==> src/rtl/ctrl_dbg_pkg.sv <==
package ctrl_dbg_pkg;

  localparam int IDX_W = 5;

  // Register index map
  localparam logic [IDX_W-1:0] IDX_CR0   = 5'd0;
  localparam logic [IDX_W-1:0] IDX_CR2   = 5'd2;
  localparam logic [IDX_W-1:0] IDX_CR3   = 5'd3;
  localparam logic [IDX_W-1:0] IDX_CR4   = 5'd4;
  localparam logic [IDX_W-1:0] IDX_CR8   = 5'd8;
  localparam logic [IDX_W-1:0] IDX_DR0   = 5'd16;
  localparam logic [IDX_W-1:0] IDX_DR1   = 5'd17;
  localparam logic [IDX_W-1:0] IDX_DR2   = 5'd18;
  localparam logic [IDX_W-1:0] IDX_DR3   = 5'd19;
  localparam logic [IDX_W-1:0] IDX_DR4   = 5'd20;
  localparam logic [IDX_W-1:0] IDX_DR5   = 5'd21;
  localparam logic [IDX_W-1:0] IDX_DR6   = 5'd22;
  localparam logic [IDX_W-1:0] IDX_DR7   = 5'd23;
  localparam logic [IDX_W-1:0] IDX_EFER  = 5'd24;
  localparam logic [IDX_W-1:0] IDX_TSC   = 5'd25;
  localparam logic [IDX_W-1:0] IDX_FSW   = 5'd26;
  localparam logic [IDX_W-1:0] IDX_FPTOP = 5'd27;

  // Bit positions that neighbours decode
  localparam int CR0_ET_BIT   = 4;
  localparam int CR0_PG_BIT   = 31;
  localparam int EFER_LME_BIT = 8;
  localparam int EFER_LMA_BIT = 10;
  localparam int FSW_TOP_LO   = 11;
  localparam int FP_TOP_W     = 3;

  localparam logic [31:0] CR4_FLUSH_MASK = 32'h0000_00B0; // PSE, PAE, PGE
  localparam logic [31:0] DR6_WR_MASK    = 32'h0000_E00F;
  localparam logic [31:0] DR7_WR_MASK    = 32'hFFFF_20FF;
  localparam logic [31:0] DR6_RESET      = 32'hFFFF_0FF0;
  localparam logic [31:0] DR7_RESET      = 32'h0000_0400;
  localparam logic [31:0] DR7_ENABLES    = 32'h0000_00FF;

  // Strobes from control to datapath
  typedef struct packed {
    logic cr0;
    logic cr2;
    logic cr3;
    logic cr4;
    logic cr8;
    logic drLow;
    logic dr6;
    logic dr7;
    logic efer;
    logic tsc;
    logic fsw;
    logic fpTop;
    logic lmaSet;
    logic lmaClr;
  } wrStrobe_t;

  function automatic logic isReservedCr(input logic [IDX_W-1:0] idx);
    return (idx == 5'd1) || (idx >= 5'd5 && idx <= 5'd7) ||
           (idx >= 5'd9 && idx <= 5'd15);
  endfunction

endpackage

==> src/rtl/ctrl_dbg_ctrl.sv <==
module ctrl_dbg_ctrl
  import ctrl_dbg_pkg::*;
#(
  parameter int XLEN = 64
) (
  input  logic                   clk,
  input  logic                   rstN,
  input  logic                   wrEn,
  input  logic [IDX_W-1:0]       wrIdx,
  input  logic [XLEN-1:0]        wrData,
  input  logic                   rdEn,
  input  logic [IDX_W-1:0]       rdIdx,
  input  logic [XLEN-1:0]        cr0Q,
  input  logic [XLEN-1:0]        cr4Q,
  input  logic [XLEN-1:0]        eferQ,
  output wrStrobe_t              strobe,
  output logic                   flushAll,
  output logic                   flushNonGlobal,
  output logic                   modeRecompute,
  output logic                   illegalAccess,
  output logic                   bkptUnsupported
);

  localparam logic [XLEN-1:0] PG_MASK   = XLEN'(1) << CR0_PG_BIT;
  localparam logic [XLEN-1:0] LME_MASK  = XLEN'(1) << EFER_LME_BIT;
  localparam logic [XLEN-1:0] CR4_MASK  = XLEN'(CR4_FLUSH_MASK);
  localparam logic [XLEN-1:0] BKPT_MASK = XLEN'(DR7_ENABLES);

  logic pgToggle, cr4Toggle, lmeOn, newPg;
  logic flushAllNext, flushNgNext, modeNext, illegalNext, bkptNext;

  always_comb begin
    strobe = '0;
    if (wrEn) begin
      unique case (wrIdx)
        IDX_CR0:                             strobe.cr0   = 1'b1;
        IDX_CR2:                             strobe.cr2   = 1'b1;
        IDX_CR3:                             strobe.cr3   = 1'b1;
        IDX_CR4:                             strobe.cr4   = 1'b1;
        IDX_CR8:                             strobe.cr8   = 1'b1;
        IDX_DR0, IDX_DR1, IDX_DR2, IDX_DR3:  strobe.drLow = 1'b1;
        IDX_DR4, IDX_DR6:                    strobe.dr6   = 1'b1;
        IDX_DR5, IDX_DR7:                    strobe.dr7   = 1'b1;
        IDX_EFER:                            strobe.efer  = 1'b1;
        IDX_TSC:                             strobe.tsc   = 1'b1;
        IDX_FSW:                             strobe.fsw   = 1'b1;
        IDX_FPTOP:                           strobe.fpTop = 1'b1;
        default: ;
      endcase
    end
    pgToggle  = strobe.cr0 && |((cr0Q ^ wrData) & PG_MASK);
    lmeOn     = |(eferQ & LME_MASK);
    newPg     = |(wrData & PG_MASK);
    strobe.lmaSet = pgToggle && lmeOn && newPg;
    strobe.lmaClr = pgToggle && lmeOn && !newPg;
    cr4Toggle = strobe.cr4 && |((cr4Q ^ wrData) & CR4_MASK);
    flushAllNext = pgToggle || cr4Toggle;
    flushNgNext  = strobe.cr3;
    modeNext     = strobe.cr0;
    illegalNext  = (wrEn && isReservedCr(wrIdx)) || (rdEn && isReservedCr(rdIdx));
    bkptNext     = strobe.dr7 && |(wrData & BKPT_MASK);
  end

  always_ff @(posedge clk or negedge rstN) begin
    if (!rstN) begin
      flushAll        <= 1'b0;
      flushNonGlobal  <= 1'b0;
      modeRecompute   <= 1'b0;
      illegalAccess   <= 1'b0;
      bkptUnsupported <= 1'b0;
    end else begin
      flushAll       <= flushAllNext;
      flushNonGlobal <= flushNgNext;
      modeRecompute  <= modeNext;
      illegalAccess  <= illegalNext;
      if (bkptNext) bkptUnsupported <= 1'b1;
    end
  end

endmodule

==> src/rtl/ctrl_dbg_datapath.sv <==
module ctrl_dbg_datapath
  import ctrl_dbg_pkg::*;
#(
  parameter int XLEN    = 64,
  parameter int NUM_BKPT = 4
) (
  input  logic             clk,
  input  logic             rstN,
  input  wrStrobe_t        strobe,
  input  logic [IDX_W-1:0] wrIdx,
  input  logic [XLEN-1:0]  wrData,
  input  logic [IDX_W-1:0] rdIdx,
  input  logic [XLEN-1:0]  curCycle,
  output logic [XLEN-1:0]  rdData,
  output logic [XLEN-1:0]  cr0Q,
  output logic [XLEN-1:0]  cr4Q,
  output logic [XLEN-1:0]  eferQ
);

  localparam int BK_W = $clog2(NUM_BKPT);
  localparam logic [XLEN-1:0] ET_MASK  = XLEN'(1) << CR0_ET_BIT;
  localparam logic [XLEN-1:0] DR6_MASK = XLEN'(DR6_WR_MASK);
  localparam logic [XLEN-1:0] DR7_MASK = XLEN'(DR7_WR_MASK);
  localparam logic [XLEN-1:0] TOP_MASK = XLEN'((1 << FP_TOP_W) - 1) << FSW_TOP_LO;

  logic [XLEN-1:0] cr2Q, cr3Q, cr8Q, dr6Q, dr7Q, tscOffQ, fswQ;
  logic [FP_TOP_W-1:0] fpTopQ;
  logic [XLEN-1:0] drLowQ [NUM_BKPT];

  always_ff @(posedge clk or negedge rstN) begin
    if (!rstN) begin
      cr0Q    <= '0;
      cr2Q    <= '0;
      cr3Q    <= '0;
      cr4Q    <= '0;
      cr8Q    <= '0;
      dr6Q    <= XLEN'(DR6_RESET);
      dr7Q    <= XLEN'(DR7_RESET);
      eferQ   <= '0;
      tscOffQ <= '0;
      fswQ    <= '0;
      fpTopQ  <= '0;
    end else begin
      if (strobe.cr0)   cr0Q    <= wrData | ET_MASK;
      if (strobe.cr2)   cr2Q    <= wrData;
      if (strobe.cr3)   cr3Q    <= wrData;
      if (strobe.cr4)   cr4Q    <= wrData;
      if (strobe.cr8)   cr8Q    <= wrData;
      if (strobe.dr6)   dr6Q    <= (dr6Q & ~DR6_MASK) | (wrData & DR6_MASK);
      if (strobe.dr7)   dr7Q    <= (dr7Q & ~DR7_MASK) | (wrData & DR7_MASK);
      if (strobe.tsc)   tscOffQ <= wrData - curCycle;
      if (strobe.fsw)   fswQ    <= wrData;
      if (strobe.fpTop) fpTopQ  <= wrData[FP_TOP_W-1:0];
      if (strobe.efer)        eferQ               <= wrData;
      else if (strobe.lmaSet) eferQ[EFER_LMA_BIT] <= 1'b1;
      else if (strobe.lmaClr) eferQ[EFER_LMA_BIT] <= 1'b0;
    end
  end

  for (genvar b = 0; b < NUM_BKPT; b++) begin : g_bkptAddr
    always_ff @(posedge clk or negedge rstN) begin
      if (!rstN)                                            drLowQ[b] <= '0;
      else if (strobe.drLow && wrIdx[BK_W-1:0] == BK_W'(b)) drLowQ[b] <= wrData;
    end
  end

  always_comb begin
    rdData = '0;
    unique case (rdIdx)
      IDX_CR0:                            rdData = cr0Q | ET_MASK;
      IDX_CR2:                            rdData = cr2Q;
      IDX_CR3:                            rdData = cr3Q;
      IDX_CR4:                            rdData = cr4Q;
      IDX_CR8:                            rdData = cr8Q;
      IDX_DR0, IDX_DR1, IDX_DR2, IDX_DR3: rdData = drLowQ[rdIdx[BK_W-1:0]];
      IDX_DR4, IDX_DR6:                   rdData = dr6Q;
      IDX_DR5, IDX_DR7:                   rdData = dr7Q;
      IDX_EFER:                           rdData = eferQ;
      IDX_TSC:                            rdData = tscOffQ + curCycle;
      IDX_FSW:                            rdData = (fswQ & ~TOP_MASK) |
                                                   (XLEN'(fpTopQ) << FSW_TOP_LO);
      IDX_FPTOP:                          rdData = XLEN'(fpTopQ);
      default: ;
    endcase
  end

endmodule

==> src/rtl/ctrl_dbg_regfile.sv <==
module ctrl_dbg_regfile
  import ctrl_dbg_pkg::*;
#(
  parameter int XLEN = 64
) (
  input  logic             clk,
  input  logic             rstN,
  input  logic             wrEn,
  input  logic [IDX_W-1:0] wrIdx,
  input  logic [XLEN-1:0]  wrData,
  input  logic             rdEn,
  input  logic [IDX_W-1:0] rdIdx,
  output logic [XLEN-1:0]  rdData,
  input  logic [XLEN-1:0]  curCycle,
  output logic             lmaActive,
  output logic             flushAll,
  output logic             flushNonGlobal,
  output logic             modeRecompute,
  output logic             illegalAccess,
  output logic             bkptUnsupported
);

  wrStrobe_t strobe;
  logic [XLEN-1:0] cr0Q, cr4Q, eferQ;

  ctrl_dbg_ctrl #(.XLEN(XLEN)) u_ctrl (
    .clk(clk), .rstN(rstN), .wrEn(wrEn), .wrIdx(wrIdx), .wrData(wrData),
    .rdEn(rdEn), .rdIdx(rdIdx), .cr0Q(cr0Q), .cr4Q(cr4Q), .eferQ(eferQ),
    .strobe(strobe), .flushAll(flushAll), .flushNonGlobal(flushNonGlobal),
    .modeRecompute(modeRecompute), .illegalAccess(illegalAccess),
    .bkptUnsupported(bkptUnsupported)
  );

  ctrl_dbg_datapath #(.XLEN(XLEN)) u_dp (
    .clk(clk), .rstN(rstN), .strobe(strobe), .wrIdx(wrIdx), .wrData(wrData),
    .rdIdx(rdIdx), .curCycle(curCycle), .rdData(rdData),
    .cr0Q(cr0Q), .cr4Q(cr4Q), .eferQ(eferQ)
  );

  assign lmaActive = eferQ[EFER_LMA_BIT];

endmodule

==> config.mk <==
export PLATFORM = sky130hd
export DESIGN_NAME = ctrl_dbg_regfile
export DESIGN_NICKNAME = d
export VERILOG_FILES = /design/src/rtl/ctrl_dbg_pkg.sv /design/src/rtl/ctrl_dbg_ctrl.sv /design/src/rtl/ctrl_dbg_datapath.sv /design/src/rtl/ctrl_dbg_regfile.sv
export SDC_FILE = /design/constraint.sdc
export NUM_CORES = 2
export LEC_CHECK = 0
export BUFFER_PORTS_ARGS = -buffer_cell sky130_fd_sc_hd__buf_2
export CAP_MARGIN = 25
export CORE_UTILIZATION = 60
export DETAILED_ROUTE_END_ITERATION = 7
export PLACE_DENSITY = 0.83
export SYNTH_ARGS = -nofsm -noshare
export SYNTH_HDL_FRONTEND = slang
export SYNTH_HIERARCHICAL = 1
export SYNTH_SLANG_ARGS = --single-unit
==> constraint.sdc <==
create_clock -name clk -period 7.35 [get_ports clk]
set_clock_uncertainty 0.1 [all_clocks]
set_input_delay 1.1025 -clock clk [delete_from_list [all_inputs] [get_ports clk]]
set_output_delay 1.1025 -clock clk [all_outputs]
set_load 0.05 [all_outputs]
==> After elaboration in Yosys (flattened, before gate mapping) <==
Index checks and enable logic that the tools add are counted.
{ "totals": {"ff_bits": 904, "input_bits": 142, "output_inout_bits": 70, "word_cells": 130} }
{ "op_classes": {"addsub": 2, "n_lt_le_gt_ge": 9, "eq_ne": 37, "n_mux": 20, "bitwise_logic": 6, "n_reduce_logical": 35} }
{ "op_table": {"columns": ["op", "count"], "rows": [
  ["case mux 64 bit (12 select lines)", 1],
  ["binary-select mux 64 bit (select 2 bit)", 1],
  ["two-way mux 64 bit", 2],
  ["== test 5 bit, second input constant", 24],
  ["adder 64 bit", 1],
  ["OR 64 x 14 -> 64 bit", 1],
  ["OR 64 x 16 -> 64 bit", 1],
  ["OR 64 x 32 -> 64 bit", 1],
  ["subtractor 64 bit", 1],
  ["XOR 32 bit", 1],
  ["== test 5 x 2 -> 1 bit, second input constant", 4],
  ["logical AND 1 bit", 16],
  ["two-way mux 1 bit", 15],
  ["two-way mux 12 bit", 1],
  ["== test 5 x 1 -> 1 bit, second input constant", 2],
  ["== test 5 x 3 -> 1 bit, second input constant", 2],
  ["== test 5 x 4 -> 1 bit, second input constant", 2],
  ["greater-or-equal comparator 5 x 3 -> 1 bit, second input constant", 2],
  ["greater-or-equal comparator 5 x 4 -> 1 bit, second input constant", 2],
  ["<= comparator 5 x 3 -> 1 bit, second input constant", 2],
  ["<= comparator 5 x 4 -> 1 bit, second input constant", 2],
  ["logical NOT 5 bit", 2],
  ["OR reduction 2 bit", 4],
  ["OR reduction 4 bit", 2],
  ["11 further kinds", 17]
]} }

==> Longest topological paths before layout <==
{ "logic_depth": {"depth_word": 10, "depth_mapped": 13, "mapped_depth_nobuf": 13} }

==> Cells and area by module <==
The synthesis kept the hierarchy.
{ "by_module_without_submodules": {"columns": ["module", "n_inst", "cells_per_inst", "area_per_inst_um2", "seq_area_each_um2"], "rows": [
  ["ctrl_dbg_datapath", 1, 3582, 42224.2, 20019.2],
  ["ctrl_dbg_ctrl", 1, 50, 422.9, 125.1]
]} }

==> Worst setup path after synthesis <==
OpenSTA, ideal clock, no wires.
{ "synth_path": {"path_type": "input port to output port", "start": "input curCycle[0]", "end": "output rdData[62]", "arrival_time_ns": 4.866, "t_required_ns": 6.148, "path_slack_ns": 1.281, "cell_stages": 13, "n_path_buf": 0, "cell_sequence": "ha_1 > inv_1 > fa_1 > nand2b_1 > a21o_1 > a211o_1 > a21o_1 > or4_1 > a2111o_1 > nand2_1 > a21oi_1 > xor2_1 > o21ai_0"} }
{ "synth_between": {"elab_chain_len": 2} }
{ "synth_lines": {"columns": ["element", "line_no", "source"], "rows": [
  ["start, declared", "ctrl_dbg_regfile.sv:14", "input logic [XLEN-1:0] curCycle,"],
  ["adder 64 bit", "ctrl_dbg_datapath.sv:79", "IDX_TSC: rdData = tscOffQ + curCycle;"],
  ["case mux 64 bit (12 select lines)", "ctrl_dbg_datapath.sv:69", "unique case (rdIdx)"],
  ["end, declared", "ctrl_dbg_regfile.sv:13", "output logic [XLEN-1:0] rdData,"]
]} }
Every way passes these cells.

==> Final worst setup path <==
{ "layout_path": {"start": "input curCycle[1]", "end": "output rdData[63]"} }
Same word-level chain as after synthesis.

==> summary.md <==
The number of global-route vias before repair was 32800; the average cell area after synthesis was 11.7 µm². Max-slew violation count: 0. The final layout contains routed wiring with a total length of 133000 µm. The first global-routing pass estimated 201000 µm of wire. Buffers inserted during clock tree synthesis total 81. Using the TritonRoute via totals, the vias-per-cell ratio works out to 6.94. After clock tree synthesis, the flow added hold-fix buffers numbering 0. STA classifies the critical path startpoint as an input pin. The portion of the clock cycle consumed by the worst path in the final layout came out at 0.916.

TritonCTS built the clock tree. Detailed placement finished with a half-perimeter wire length of 85700 µm. The synthesized instance count was 3630. The worst setup path is captured at an output pin. Number of H-tree levels: 3.

For this run, the number of standard cells in the final layout without fillers is 4690. Setup repair after global routing left no endpoint under its margin. The share of post-route cells with drive strength above 1 was 0.334; the finished layout cell area was 47100 µm². Setup violations remaining at the end of the flow were counted as 0. The transition time at the pin with the least slew margin is 1.09 ns.

Final hold analysis gives a worst-case slack of 0.364 ns. The via total after detailed routing is 32500, and the number of nets with antenna violations after detailed routing is 0. During placement, the flow inserted port buffers numbering 211. After filler insertion, the fill cell instance count of the layout stands at 5043. The first detailed-routing pass ran for 6 iterations.

Number of post-CTS setup repair buffers: 0. Summing all multi-input logic gate instances after layout gives 21100 µm². The total routing usage reported by global routing was 0.372; the clock slew at the register clock pins of the worst setup and hold paths was 0.06 ns. Leaving out fill and tap cells, the most frequent cell in the layout is dfrtp_1. In this run the clock root is driven by a clkbuf_16.

The number of violations of the max-capacitance limit was 0; the clock sink total was 804. The net total in the final layout came out at 3957. Type of the most critical hold path: register to register.

The worst-case IR drop observed on VDD is 0.191 mV. The count of final hold-check violations came out at 0. For the initial standard-cell utilization of the core, the log shows 0.607. In this run, the number of DRC markers left after iteration 0 of detailed routing was 3922. Data on the critical path arrives at its endpoint at 5.53 ns. The number of nets handed over by synthesis was 3900. The post-cts sizing count came out at 0.

The total area inside the core boundary comes to 70100 µm². After detailed placement, the total cell area comes to 44400 µm². Pin placement for this block handled 212 I/O pins. Entering global routing, the biggest net connects 200 pins. The clock reaches the later pin of the worst-skew pair after 0.63 ns. Once placement completed, the tool counted placed cells totaling 4543. The minimum period implied by the final worst setup slack is 6.73 ns, and the leftover overflow at the end of global routing is 0. After detailed routing, the number of remaining DRC violations is 0. Registers take 20100 µm². The die is 269 µm wide. For the headroom to the max-slew limit, the log shows 0.273. The relative area change from synthesis to final layout came out at 10.5%. The areal power density over the cells works out to 287 nW/µm². In the layout the commonest cells are 804 x dfrtp_1, 755 x mux2_2, 226 x a21oi_1. The clock passes through at most 3 buffers. The run finished with clean final reports. The run gives 6 as the Yosys warning count. The area of the die is 72100 µm². The path type of the worst setup path is input pin to output pin. Measured along the y axis, the die boundary spans 269 µm.

Routability-driven placement finished with a final weighted congestion of 1.04. In the final routed layout, each cell accounts on average for 28.5 µm. The static leakage is 21.6 nW. The largest fanout on the critical path was 4. The tools report the number of antenna violations at the first check in global routing as 11. Achievable clock frequency: 0.149 GHz. In this run the cell area of the synthesized design comes to 42600 µm². The required time at the worst-slack endpoint is 6.15 ns, and the total number of placement rows is 97. The tools report the sum of negative setup slack as 0 ns.
final timing paths:
kind                       slack (ns)                   start                endpoint  cells after the start
hold / removal                   0.36  u_ctrl/bkptUnsupported  u_ctrl/bkptUnsupported                      1
setup / recovery                 0.62             curCycle[1]              rdData[63]                     13
max in group asynchronous        5.12                    rstN        u_dp/drLowQ[177]                      2
setup reg to reg                 5.74           u_dp/eferQ[8]          u_dp/eferQ[10]                      5
hold reg to reg                  0.36  u_ctrl/bkptUnsupported  u_ctrl/bkptUnsupported                      1
min in group asynchronous        0.42                    rstN        u_dp/drLowQ[168]                      1
critical path, stage by stage:
cell      delay [ns]
buf_2           0.13
ha_1            0.32
a211oi_1        0.46
o21bai_1        0.18
o21a_1          0.27
a221o_1         0.40
a31oi_1         0.54
o21ai_1         0.28
a21oi_2         0.35
o31ai_1         0.18
a221o_1         0.39
mux2i_1         0.53
buf_2           0.38
state kept, by name (all words and copies together) (netlist names), 61 cells and up:
name and flops:
u_dp/cr2Q 64, u_dp/cr0Q 63, u_dp/cr3Q 64, u_dp/fswQ 61, u_dp/drLowQ 256, u_dp/cr4Q 64
u_dp/tscOffQ 64, u_dp/eferQ 64, u_dp/cr8Q 64
area by class of cell:
class	instances	share of cell area
multi-input combinational	2415	0.447
sequential	804	0.427
clock buffer	114	0.0499
timing repair buffer	266	0.0336
tap	940	0.0250
inverter	119	0.00948
clock inverter	27	0.00717
antenna	5	0.000266
where the power goes:
| part | internal [mW] | leakage [nW] | switching (mW) |
|---|---|---|---|
| sequential | 5.32 | 10.3 | 0.502 |
| combinational | 1.50 | 10.0 | 1.98 |
| clock | 2.42 | 1.32 | 1.79 |
| total | 9.24 | 21.6 | 4.27 |
per-stage QoR:
stage,total power [mW],worst slack [ns],util
global placement,9.08,0.979,0.632
floorplan,8.16,1.28,-
detailed placement,9.22,0.868,0.632
finish,13.5,0.619,0.671
CTS,13.5,0.833,0.671
global route,14.0,0.484,0.671
routing by layer:
metal,share of wire,global-route usage,wire length (µm),vias to the layer above
li1,-,-,-,13600
met1,0.38,0.496,51000,16400
met2,0.46,0.576,61000,1954
met3,0.11,0.0784,14300,495
met4,0.054,0.191,7140,10
met5,0.00042,0,56,-
Note: power is estimated with default switching activity, not from simulation.
